## config.mk

```make
export PLATFORM = sky130hd
export DESIGN_NAME = timer_tick_gen
export DESIGN_NICKNAME = d
export VERILOG_FILES = /design/src/rtl/timer_tick_pkg.sv /design/src/rtl/tick_prescaler.sv /design/src/rtl/tick_ext_edge.sv /design/src/rtl/timer_tick_gen.sv
export SDC_FILE = /design/constraint.sdc
export NUM_CORES = 1
export LEC_CHECK = 0
export BUFFER_PORTS_ARGS = -buffer_cell sky130_fd_sc_hd__clkbuf_2
export CAP_MARGIN = 20
export CELL_PAD_IN_SITES_DETAIL_PLACEMENT = 0
export CELL_PAD_IN_SITES_GLOBAL_PLACEMENT = 1
export CORE_AREA = 4 4 41 43
export DETAILED_ROUTE_END_ITERATION = 6
export DIE_AREA = 0 0 45 47
export GPL_ROUTABILITY_DRIVEN = 1
export PLACE_DENSITY = 0.83
export SYNTH_ARGS = -nofsm -noshare
export SYNTH_HDL_FRONTEND = slang
export SYNTH_SLANG_ARGS = --single-unit
```

## constraint.sdc

```tcl
create_clock -name clk_i -period 2.1 [get_ports clk_i]
set_input_delay 0.21 -clock clk_i [delete_from_list [all_inputs] [get_ports clk_i]]
set_output_delay 0.21 -clock clk_i [all_outputs]
set_load 0.01 [all_outputs]
```

## src/rtl/timer_tick_pkg.sv

```systemverilog
package timer_tick_pkg;

  typedef enum logic [2:0] {
    SEL_OFF      = 3'b000,
    SEL_DIV1     = 3'b001,
    SEL_DIV8     = 3'b010,
    SEL_DIV64    = 3'b011,
    SEL_DIV256   = 3'b100,
    SEL_DIV1024  = 3'b101,
    SEL_EXT_FALL = 3'b110,
    SEL_EXT_RISE = 3'b111
  } tick_sel_e;

  localparam int unsigned NUM_TAPS   = 4;
  localparam int unsigned PRESCALE_W = 10;
  localparam int unsigned SYNC_DEPTH = 2;

  // log2 of the divide ratio for each tap, in select-code order
  function automatic int unsigned tap_log2(int unsigned idx);
    case (idx)
      0:       return 3;
      1:       return 6;
      2:       return 8;
      default: return 10;
    endcase
  endfunction

endpackage

```

## src/rtl/tick_prescaler.sv

```systemverilog
module tick_prescaler
  import timer_tick_pkg::*;
#(
  parameter int unsigned CNT_W = PRESCALE_W,
  parameter int unsigned TAPS  = NUM_TAPS
) (
  input  logic            clk_i,
  input  logic            rst_ni,
  output logic [TAPS-1:0] tap_o
);

  logic [CNT_W-1:0] cnt_q;

  always_ff @(posedge clk_i or negedge rst_ni) begin
    if (!rst_ni) cnt_q <= '0;
    else         cnt_q <= cnt_q + 1'b1;
  end

  for (genvar i = 0; i < TAPS; i++) begin : g_tap
    localparam int unsigned LW = tap_log2(i);
    assign tap_o[i] = &cnt_q[LW-1:0];

    a_r4_tap_single: assert property (@(posedge clk_i) disable iff (!rst_ni)
      tap_o[i] |=> !tap_o[i]);
  end

  a_r5_free_run: assert property (@(posedge clk_i) disable iff (!rst_ni)
    1'b1 |=> cnt_q == $past(cnt_q) + 1'b1);

endmodule

```

## src/rtl/tick_ext_edge.sv

```systemverilog
module tick_ext_edge
  import timer_tick_pkg::*;
#(
  parameter int unsigned STAGES = SYNC_DEPTH
) (
  input  logic clk_i,
  input  logic rst_ni,
  input  logic ext_i,
  output logic rise_o,
  output logic fall_o
);

  logic [STAGES-1:0] sync_q;
  logic              prev_q;

  always_ff @(posedge clk_i or negedge rst_ni) begin
    if (!rst_ni) sync_q[0] <= 1'b0;
    else         sync_q[0] <= ext_i;
  end

  for (genvar s = 1; s < STAGES; s++) begin : g_sync
    always_ff @(posedge clk_i or negedge rst_ni) begin
      if (!rst_ni) sync_q[s] <= 1'b0;
      else         sync_q[s] <= sync_q[s-1];
    end
  end

  always_ff @(posedge clk_i or negedge rst_ni) begin
    if (!rst_ni) prev_q <= 1'b0;
    else         prev_q <= sync_q[STAGES-1];
  end

  assign rise_o =  sync_q[STAGES-1] & ~prev_q;
  assign fall_o = ~sync_q[STAGES-1] &  prev_q;

  a_r9_rise_single: assert property (@(posedge clk_i) disable iff (!rst_ni)
    rise_o |=> !rise_o);
  a_r9_fall_single: assert property (@(posedge clk_i) disable iff (!rst_ni)
    fall_o |=> !fall_o);
  a_r8_edges_exclusive: assert property (@(posedge clk_i) disable iff (!rst_ni)
    !(rise_o && fall_o));

endmodule

```

## src/rtl/timer_tick_gen.sv

```systemverilog
module timer_tick_gen
  import timer_tick_pkg::*;
(
  input  logic       clk_i,
  input  logic       rst_ni,
  input  logic [2:0] sel_i,
  input  logic       ext_i,
  output logic       tick_o
);

  tick_sel_e           sel;
  logic [NUM_TAPS-1:0] tap;
  logic                ext_rise, ext_fall;
  logic                tick_d, tick_q;

  assign sel = tick_sel_e'(sel_i);

  tick_prescaler #(
    .CNT_W (PRESCALE_W),
    .TAPS  (NUM_TAPS)
  ) u_prescaler (
    .clk_i  (clk_i),
    .rst_ni (rst_ni),
    .tap_o  (tap)
  );

  tick_ext_edge #(
    .STAGES (SYNC_DEPTH)
  ) u_ext_edge (
    .clk_i  (clk_i),
    .rst_ni (rst_ni),
    .ext_i  (ext_i),
    .rise_o (ext_rise),
    .fall_o (ext_fall)
  );

  always_comb begin
    case (sel)
      SEL_OFF:      tick_d = 1'b0;
      SEL_DIV1:     tick_d = 1'b1;
      SEL_DIV8:     tick_d = tap[0];
      SEL_DIV64:    tick_d = tap[1];
      SEL_DIV256:   tick_d = tap[2];
      SEL_DIV1024:  tick_d = tap[3];
      SEL_EXT_FALL: tick_d = ext_fall;
      SEL_EXT_RISE: tick_d = ext_rise;
      default:      tick_d = 1'b0;
    endcase
  end

  always_ff @(posedge clk_i or negedge rst_ni) begin
    if (!rst_ni) tick_q <= 1'b0;
    else         tick_q <= tick_d;
  end

  assign tick_o = tick_q;

  a_r1_reset_quiet: assert property (@(posedge clk_i)
    !rst_ni |-> !tick_o);
  a_r2_off_silent: assert property (@(posedge clk_i) disable iff (!rst_ni)
    sel_i == 3'b000 |=> !tick_o);
  a_r3_div1_every: assert property (@(posedge clk_i) disable iff (!rst_ni)
    sel_i == 3'b001 |=> tick_o);
  a_r6_rise_follows_edge: assert property (@(posedge clk_i) disable iff (!rst_ni)
    (sel_i == 3'b111 && ext_rise) |=> tick_o);
  a_r7_fall_follows_edge: assert property (@(posedge clk_i) disable iff (!rst_ni)
    (sel_i == 3'b110 && ext_fall) |=> tick_o);

endmodule

```

==> flow_summary.toml, run 1 <==
[global_route]
grt_antenna_before_repair = 0
first_global_vias = 339
use_met3_pct = 3.45
grtUsageTotal_pct = 9.93
grt_overflow = 0
grt_use_met2_pct = 13.0
grt_max_degree = 15
top_usage_layer = "met1"
met1_usage_pct = 13.6
grt_pass1_wl_mm = 1.41

[worst_setup_path]
worst-path-buf-inv = 0
arrival_ns = 1.42
cp_max_fo = 6
slowest_delay_ns = 0.44
r2r_slack_ns = 0.84
cpLargestDelayFamily = "adder cells"
path_class = "flip-flop to flip-flop"
cpMaxStageDelayCell = "dfrtp_1"
crit_required_ns = 2.26
crit_path_frequent_cell = "ha_1"
critical_path.startpoint_type = "flip-flop"
crit_chain = "ha_1 > ha_1 > a31oi_1 > o211ai_1"
crit_path_end_kind = "flip-flop"

[detailed_routing]
ant_nets = 0
wl_microns = 827
route.detailed.drc = 0
dr.pass1.iters = 2
dr_total_vias = 367
avgViaCountPerCell = 5.17
drt_first_iter_violations = 7
avgRoutedWirePerCell_microns = 11.6

[placed_design]
gp_congestion = 0.767
dpl.hpwl_microns = 616
portBuffers = 6

[final_layout]
final_cell_mix = "dfrtp_1 (14), xnor2_1 (7), clkbuf_2 (6)"
area_growth_pct = 16.4
layout_commonest_cell = "dfrtp_1"
drive_gt1_share_pct = 21.4
fin_nets = 65
num_antenna_cells = 0

[clocking]
ctsRootBufferMaster = "clkbuf_4"
cts_setup_buffers = 0
cts_resized = 0
clkTransAtPathRegs_ns = 0.08
cts.sinks = 14
clockBufferDepth = 2
cts_tree = "done"
hold_buffers = 1
cts_buffers = 3
clock_latency_ns = 0.28
h-tree-depth = 1

[die]
io_pins = 7
start_util_pct = 44.6
floorplan.die.width_microns = 45
die_h_microns = 47
die_area_sq_um = 2120
coreArea_sq_um = 1300
placementRows = 13

[yosys]
synth_fa_ha_area_share_pct = 4.31
synth_xor_area_share_pct = 10.6
yosysTopAreaCell = "dfrtp_1"
netlist_area_sq_um = 581
yosys_warnings = 0
synth-simple-area-share_pct = 17.0
synth_fp_nets = 53
ys_seq_area_share_pct = 60.3
synth-compound-area-share_pct = 6.47
synth_top_family_by_area = "simple AND/OR/NAND/NOR gates"
ys_ff_latch = 14
synth_cell_types = 18
postSynthCellCount = 45
syn_avg_cell_area_sq_um = 12.9
synth_area_leaders = "dfrtp_1 (60%), xnor2_1 (11%), ha_1 (4.3%)"
muxShareOfSynthArea_pct = 0
netlist.area_leader.share_pct = 60.3

[sta]
finalSetupViolCount = 0
min_period_over_period_pct = 59.9
fin_skew_ns = 0.00129
fin_setup_tns_ns = 0
max_slew.worst_pin.slew_ns = 0.338
report.final.slew_viol_count = 0
rsz0062_at_grt = "no"
hold_ws_ns = 0.0324
fmax_mhz = 796
fin_crit_ns = 1.26
max-slew-margin-rel_pct = 77.5
hold_viol = 0

[run]
maxCapViolCount = 0

[hold_path]
hp-class = "input pin to flip-flop"

[outcome]
status = "completed"

[power]
p_leak_nw = 0.313
power_density_nw_per_um2 = 716
ir_drop_v = 0.000383
==> layout make-up <==
| class | count | area [sq um] |
|---|---|---|
| clock buffer | 4 | 36.3 |
| timing repair buffer | 7 | 40.0 |
| inverter | 2 | 7.51 |
| fill | 124 | 626 |
| multi-input combinational | 29 | 223 |
| tap | 15 | 18.8 |
| sequential | 14 | 350 |
==> cell usage after synthesis, drive strengths merged <==
| cell | number |
|---|---|
| a21boi | 1 |
| a2bb2oi | 1 |
| a31oi | 1 |
| and3 | 2 |
| and3b | 1 |
| and4 | 1 |
| dfrtp | 14 |
| ha | 2 |
| inv | 2 |
| nand2 | 1 |
| nand3 | 3 |
| nand4 | 3 |
| nand4b | 1 |
| nor2 | 1 |
| nor3b | 2 |
| o211ai | 2 |
| xnor2 | 7 |
==> worst paths after layout <==
check	depth (start not counted)	to	from
max	4	tick_o	u_prescaler.cnt_q[0]
min	1	u_ext_edge.sync_q[0]	ext_i
max reg2reg	4	tick_o	u_prescaler.cnt_q[0]
min reg2reg	0	u_ext_edge.sync_q[1]	u_ext_edge.sync_q[0]
max in group asynchronous	2	u_prescaler.cnt_q[0]	rst_ni
min in group asynchronous	2	u_prescaler.cnt_q[5]	rst_ni
==> routing by layer <==
| layer | up-vias | share of wire [%] |
|---|---|---|
| met5 | - | 0 |
| met4 | 0 | 3.0 |
| met3 | 2 | 4.5 |
| met2 | 7 | 41 |
| met1 | 172 | 51 |
| li1 | 186 | - |
==> where the power goes <==
part | switching [mW] | internal [mW] | total (mW) | leakage (nW)
combinational | 0.0116 | 0.00954 | 0.0212 | 0.118
sequential | 0.00141 | 0.273 | 0.275 | 0.173
clock | 0.0820 | 0.106 | 0.188 | 0.0210
==> cells by family (layout without fill, tap and decap cells) <==
logic type	after synthesis	count (layout)
AO/OA/AOI/OAI	5	5
XOR/XNOR	7	7
adder cells (fa/ha/maj)	2	2
buffers and inverters	2	13
flip-flops	14	14
AND/OR/NAND/NOR	15	15
==> flip-flops by register name, indices dropped and copies added, names as in the netlist <==
name,cells
u_prescaler.cnt_q,10
u_ext_edge.sync_q,2
tick_o,1
u_ext_edge.prev_q,1
==> metrics by stage <==
stage,util (%),std cells,setup slack [ns],instance area [sq um],power (mW)
finish,51.9,71,0.843,676,0.483
global route,51.9,71,0.759,676,0.503
CTS,51.9,71,0.843,676,0.492
detailed placement,48.4,66,0.856,629,0.300
global placement,48.4,66,0.877,629,0.300
floorplan,-,45,0.910,581,0.287
Note: power is estimated with default switching activity, not from simulation.
==> run 2: changes to the inputs <==
--- a/config.mk
+++ b/config.mk
@@ -9,11 +9,11 @@
 export CAP_MARGIN = 20
 export CELL_PAD_IN_SITES_DETAIL_PLACEMENT = 0
 export CELL_PAD_IN_SITES_GLOBAL_PLACEMENT = 1
-export CORE_AREA = 4 4 41 43
+export CORE_MARGIN = 4
+export CORE_UTILIZATION = 42
 export DETAILED_ROUTE_END_ITERATION = 6
-export DIE_AREA = 0 0 45 47
 export GPL_ROUTABILITY_DRIVEN = 1
-export PLACE_DENSITY = 0.83
+export PLACE_DENSITY = 0.81
 export SYNTH_ARGS = -nofsm -noshare
 export SYNTH_HDL_FRONTEND = slang
 export SYNTH_SLANG_ARGS = --single-unit
==> constraint.sdc (replaced) <==
create_clock -name clk_i -period 1.2 [get_ports clk_i]
set_input_delay 0.12 -clock clk_i [delete_from_list [all_inputs] [get_ports clk_i]]
set_output_delay 0.12 -clock clk_i [all_outputs]
set_load 0.01 [all_outputs]
==> run 2 against run 1 <==
Critical path depth is the same. Die area shrank 3.5%. Hold slack gained 0.14 ns. Utilization grew 2.7 points. Routed wire length grew 13%. First-iteration DRC count grew 43%. Clock power grew 71%. Via count grew 5.7%. Clock-buffer cell count is the same. Critical path type unchanged. Largest cell class unchanged.
==> flow_summary.toml, run 2 (synthesis gave the netlist of run 1 again) <==
[clocking]
cts_tree = "done"
clockBufferDepth = 2
clkTransAtPathRegs_ns = 0.08
cts_buffers = 3
h-tree-depth = 1
clock_latency_ns = 0.27
ctsRootBufferMaster = "clkbuf_4"
cts.sinks = 14

[worst_setup_path]
path_class = "flip-flop to flip-flop"
crit_required_ns = 1.35
rr_endpoint = "tick_o"
crit_path_end_kind = "flip-flop"
cp_max_fo = 2
r2r_slack_ns = 0.07
worstRegToRegCells = 4
crit_end = "tick_o"
cp-startpoint = "u_prescaler.cnt_q[0]"
critical_path.startpoint_type = "flip-flop"
arrival_ns = 1.28
timing.rr.start = "u_prescaler.cnt_q[0]"

[run]
maxCapViolCount = 0

[sta]
fmax_mhz = 884
fin_setup_tns_ns = 0
report.final.slew_viol_count = 0
hold_viol = 0
fin_crit_ns = 1.13
max_slew.worst_pin.slew_ns = 0.337
min_period_over_period_pct = 94.3
max-slew-margin-rel_pct = 77.5
finalSetupViolCount = 0
rsz0062_at_grt = "no"
fin_skew_ns = 0.00310
hold_ws_ns = 0.170

[detailed_routing]
dr.pass1.iters = 4
wl_microns = 934
ant_nets = 0
dr_total_vias = 388
avgRoutedWirePerCell_microns = 12.5
drt_first_iter_violations = 10
avgViaCountPerCell = 5.17
route.detailed.drc = 0

[die]
die_area_sq_um = 2040
coreArea_sq_um = 1300
start_util_pct = 44.6
die_h_microns = 45.2
io_pins = 7
floorplan.die.width_microns = 45.2
placementRows = 13

[placed_design]
portBuffers = 6
gp_congestion = 0.672
dpl.hpwl_microns = 659

[final_layout]
final_cell_mix = "dfrtp_1 (14), xnor2_1 (7), clkbuf_2 (6)"
largest_register_ff_count = 10
drive_gt1_share_pct = 26.7
top_register = "u_prescaler.cnt_q"
layout_commonest_cell = "dfrtp_1"
num_antenna_cells = 0
top_regs = "u_prescaler.cnt_q (10), u_ext_edge.sync_q (2)"
final_util_pct = 54.6
fin_nets = 69
area_growth_pct = 22.4

[power]
power_density_nw_per_um2 = 1190
ir_drop_v = 0.000694
p_leak_nw = 0.331

[global_route]
grt_pass1_wl_mm = 1.64
grtUsageTotal_pct = 11.6
grt_overflow = 0
grt_max_degree = 15
first_global_vias = 364
grt_antenna_before_repair = 0

[outcome]
status = "completed"

[hold_path]
hp-class = "input pin to flip-flop"
run 2: changes by cell type in the layout (fill, tap and decap cells not counted), sizes merged:
cell | previous run | this run
buf | 0 | 3
dlygate4sd3 | 1 | 2
run 2: through the flow:
step | cells | power (mW) | cell area, sq um | worst slack, ns
floorplan | 45 | 0.502 | 581 | 0.00966
global route | 75 | 0.887 | 711 | 0.0205
global placement | 69 | 0.526 | 652 | 0.0867
CTS | 75 | 0.857 | 708 | 0.0302
detailed placement | 69 | 0.526 | 652 | 0.00925
finish | 75 | 0.843 | 711 | 0.0684
run 2: area by class of cell:
class / instances / area [sq um]
multi-input combinational: 29 / 225
inverter: 2 / 7.51
tap: 15 / 18.8
timing repair buffer: 11 / 72.6
fill: 125 / 591
sequential: 14 / 350
clock buffer: 4 / 36.3
run 2: how the worst min path moves through the flow:
stage	from	to	slack, ns	cells after the start
2_1_floorplan	rst_ni	tick_o	-0.18	0
3_3_place_gp	rst_ni	u_ext_edge.sync_q[0]	0.03	1
3_5_place_dp	rst_ni	u_ext_edge.sync_q[0]	0.04	1
4_1_cts	sel_i[1]	tick_o	0.16	3
5_1_grt	sel_i[1]	tick_o	0.17	3
6_report	sel_i[1]	tick_o	0.17	3
run 2: critical path: stages, from the launching register on:
cell and delay (ns):
dfrtp_1 0.40, ha_2 0.20, ha_1 0.17, a31oi_1 0.14, o211ai_1 0.11
run 2: report_power, final:
| part | internal [mW] | switching [mW] | total [mW] |
|---|---|---|---|
| clock | 0.184 | 0.138 | 0.322 |
| sequential | 0.478 | 0.00238 | 0.481 |
| combinational | 0.0188 | 0.0220 | 0.0408 |
| total | 0.681 | 0.162 | 0.843 |
run 2: repair_timing:
action                                 4_1_cts  5_1_grt
endpoints found under the hold margin       15        0
setup endpoints to repair                    1        1
hold buffers                                 2        0
resized for setup                            0        1
pin swaps                                    1        0
setup buffers                                0        0
run 2: routing by layer:
layer	track usage, %	vias up	wire length [microns]
met2	16.1	11	389
met5	0	-	0
met4	8.77	0	11
met3	2.39	2	59
li1	-	195	-
met1	15.9	180	474
==> run 3: changes to the inputs <==
--- a/config.mk
+++ b/config.mk
@@ -14,6 +14,7 @@
 export DETAILED_ROUTE_END_ITERATION = 6
 export GPL_ROUTABILITY_DRIVEN = 1
 export PLACE_DENSITY = 0.81
+export SETUP_SLACK_MARGIN = 0.4
 export SYNTH_ARGS = -nofsm -noshare
 export SYNTH_HDL_FRONTEND = slang
 export SYNTH_SLANG_ARGS = --single-unit
==> run 3 against run 2 <==
Highest routed layer unchanged. Largest cell class unchanged. Global-route usage increased by 1.0 points. Clock skew hardly changed. Die area unchanged.
==> flow_summary.toml, run 3 (synthesis gave the netlist of run 1 again) <==
[placed_design]
portBuffers = 6
dpl.hpwl_microns = 762
gp_congestion = 0.698

[final_layout]
final_util_pct = 61.0
num_antenna_cells = 0
multi_input_area_sq_um = 299
fin_nets = 70
final_cell_mix = "dfrtp_1 (13), xnor2_1 (6), clkbuf_2 (6)"
top_register = "u_prescaler.cnt_q"
layout_commonest_cell = "dfrtp_1"
area_growth_pct = 36.6
seq_area_sq_um = 352
n_fill_cell = 103
top_regs = "u_prescaler.cnt_q (10), u_ext_edge.sync_q (2)"
drive_gt1_share_pct = 39.3
largest_register_ff_count = 10

[clocking]
ctsRootBufferMaster = "clkbuf_4"
cts_tree = "done"
clkTransAtPathRegs_ns = 0.08
cts_buffers = 3
h-tree-depth = 1
cts.sinks = 14
clock_latency_ns = 0.27
clockBufferDepth = 2

[worst_setup_path]
path_class = "flip-flop to flip-flop"
crit_chain = "ha_4 > ha_4 > a31oi_4 > o211ai_1"
crit_path_end_kind = "flip-flop"
critical_path.startpoint_type = "flip-flop"
slowest_delay_ns = 0.43
crit_path_frequent_cell = "ha_4"
cpLargestDelayFamily = "flip-flops"
cpMaxStageDelayCell = "dfrtp_1"
crit_required_ns = 1.35
arrival_ns = 1.25
worst-path-buf-inv = 0
cp_max_fo = 2

[sta]
fmax_mhz = 913
min_period_over_period_pct = 91.3
max_slew.worst_pin.slew_ns = 0.355
hold_viol = 0
fin_crit_ns = 1.10
report.final.slew_viol_count = 0
rsz0062_at_grt = "yes"
finalSetupViolCount = 0
fin_setup_tns_ns = 0
max-slew-margin-rel_pct = 76.3
fin_skew_ns = 0.00341

[detailed_routing]
wl_mm = 1.11
avgRoutedWirePerCell_microns = 14.5
dr.pass1.iters = 4
ant_nets = 0
avgViaCountPerCell = 5.37
route.detailed.drc = 0
dr_total_vias = 408
drt_first_iter_violations = 6

[die]
die_h_microns = 45.2
coreArea_sq_um = 1300
die_area_sq_um = 2040
io_pins = 7
start_util_pct = 44.6
placementRows = 13
floorplan.die.width_microns = 45.2

[power]
power_density_nw_per_um2 = 1080
p_leak_nw = 0.355
ir_drop_v = 0.000683
seqPwrFrac_pct = 55.9
p_clk_share_pct = 38.9
p_comb_share_pct = 5.2
intPower_mw = 0.682
p_sw_share_pct = 20.6
switching_power_mw = 0.177

[hold_path]
hp-class = "input pin to flip-flop"

[outcome]
status = "completed"

[global_route]
grt_pass1_wl_mm = 1.87
grt_max_degree = 15
grtUsageTotal_pct = 12.6
grt_antenna_before_repair = 0
first_global_vias = 425
grt_overflow = 0

[run]
maxCapViolCount = 0
-- run 3: final timing paths --
path / start / to / slack, ns / depth (start not counted)
max reg2reg: u_prescaler.cnt_q[0] / tick_o / 0.10 / 4
min in group asynchronous: rst_ni / u_prescaler.cnt_q[7] / 0.28 / 2
min: sel_i[1] / tick_o / 0.19 / 3
min reg2reg: u_ext_edge.sync_q[0] / u_ext_edge.sync_q[1] / 0.36 / 0
max: u_prescaler.cnt_q[0] / tick_o / 0.10 / 4
max in group asynchronous: rst_ni / u_prescaler.cnt_q[2] / 0.65 / 2
-- run 3: repair_timing --
action | 4_1_cts | 5_1_grt
buffers inserted | 1 | 1
hold buffers | 2 | 0
resized for setup | 5 | 4
pin swaps | 6 | 2
setup endpoints to repair | 10 | 10
endpoints found under the hold margin | 15 | 0
-- run 3: layout make-up --
cell class,instances,area share (%)
clock buffers,4,4.57
inverters,2,0.946
multi-input cells,29,37.7
flip-flops and latches,14,44.3
well taps,15,2.37
repair buffers,12,10.1
-- run 3: power groups by stage --
| stage | Sequential, mW | Clock [mW] | Combinational (mW) |
|---|---|---|---|
| 6_report | 0.481 | 0.334 | 0.0445 |
| 5_1_grt | 0.482 | 0.359 | 0.0508 |
| 4_1_cts | 0.481 | 0.341 | 0.0424 |
| 3_5_place_dp | 0.491 | 0 | 0.0372 |
| 3_3_place_gp | 0.490 | 0 | 0.0358 |
| 2_1_floorplan | 0.491 | 0 | 0.0106 |
-- run 3: worst min-delay path, cell delays in order --
cell	delay, ns
clkbuf_2	0.14
a31oi_4	0.09
o211ai_1	0.08
-- run 3: metrics by stage --
| stage | total power, mW | cells | instance area (sq um) | setup slack, ns | hold slack (ns) |
|---|---|---|---|---|---|
| final | 0.860 | 76 | 793 | 0.105 | 0.192 |
| after global routing | 0.892 | 76 | 793 | 0.0639 | 0.212 |
| after CTS | 0.865 | 75 | 751 | 0.101 | 0.170 |
| after detailed placement | 0.528 | 68 | 669 | 0.101 | 0.0417 |
| after global placement | 0.526 | 68 | 669 | 0.112 | 0.0368 |
| after floorplan | 0.502 | 45 | 606 | 0.114 | -0.176 |
-- run 3: per-layer routing --
| layer | global-route usage (%) | up-vias | share of wire, % |
|---|---|---|---|
| met3 | 2.39 | 2 | 4.4 |
| met5 | 0 | - | 0 |
| met2 | 21.2 | 6 | 49 |
| met4 | 3.51 | 0 | 0.63 |
| li1 | - | 201 | - |
| met1 | 16.5 | 199 | 46 |
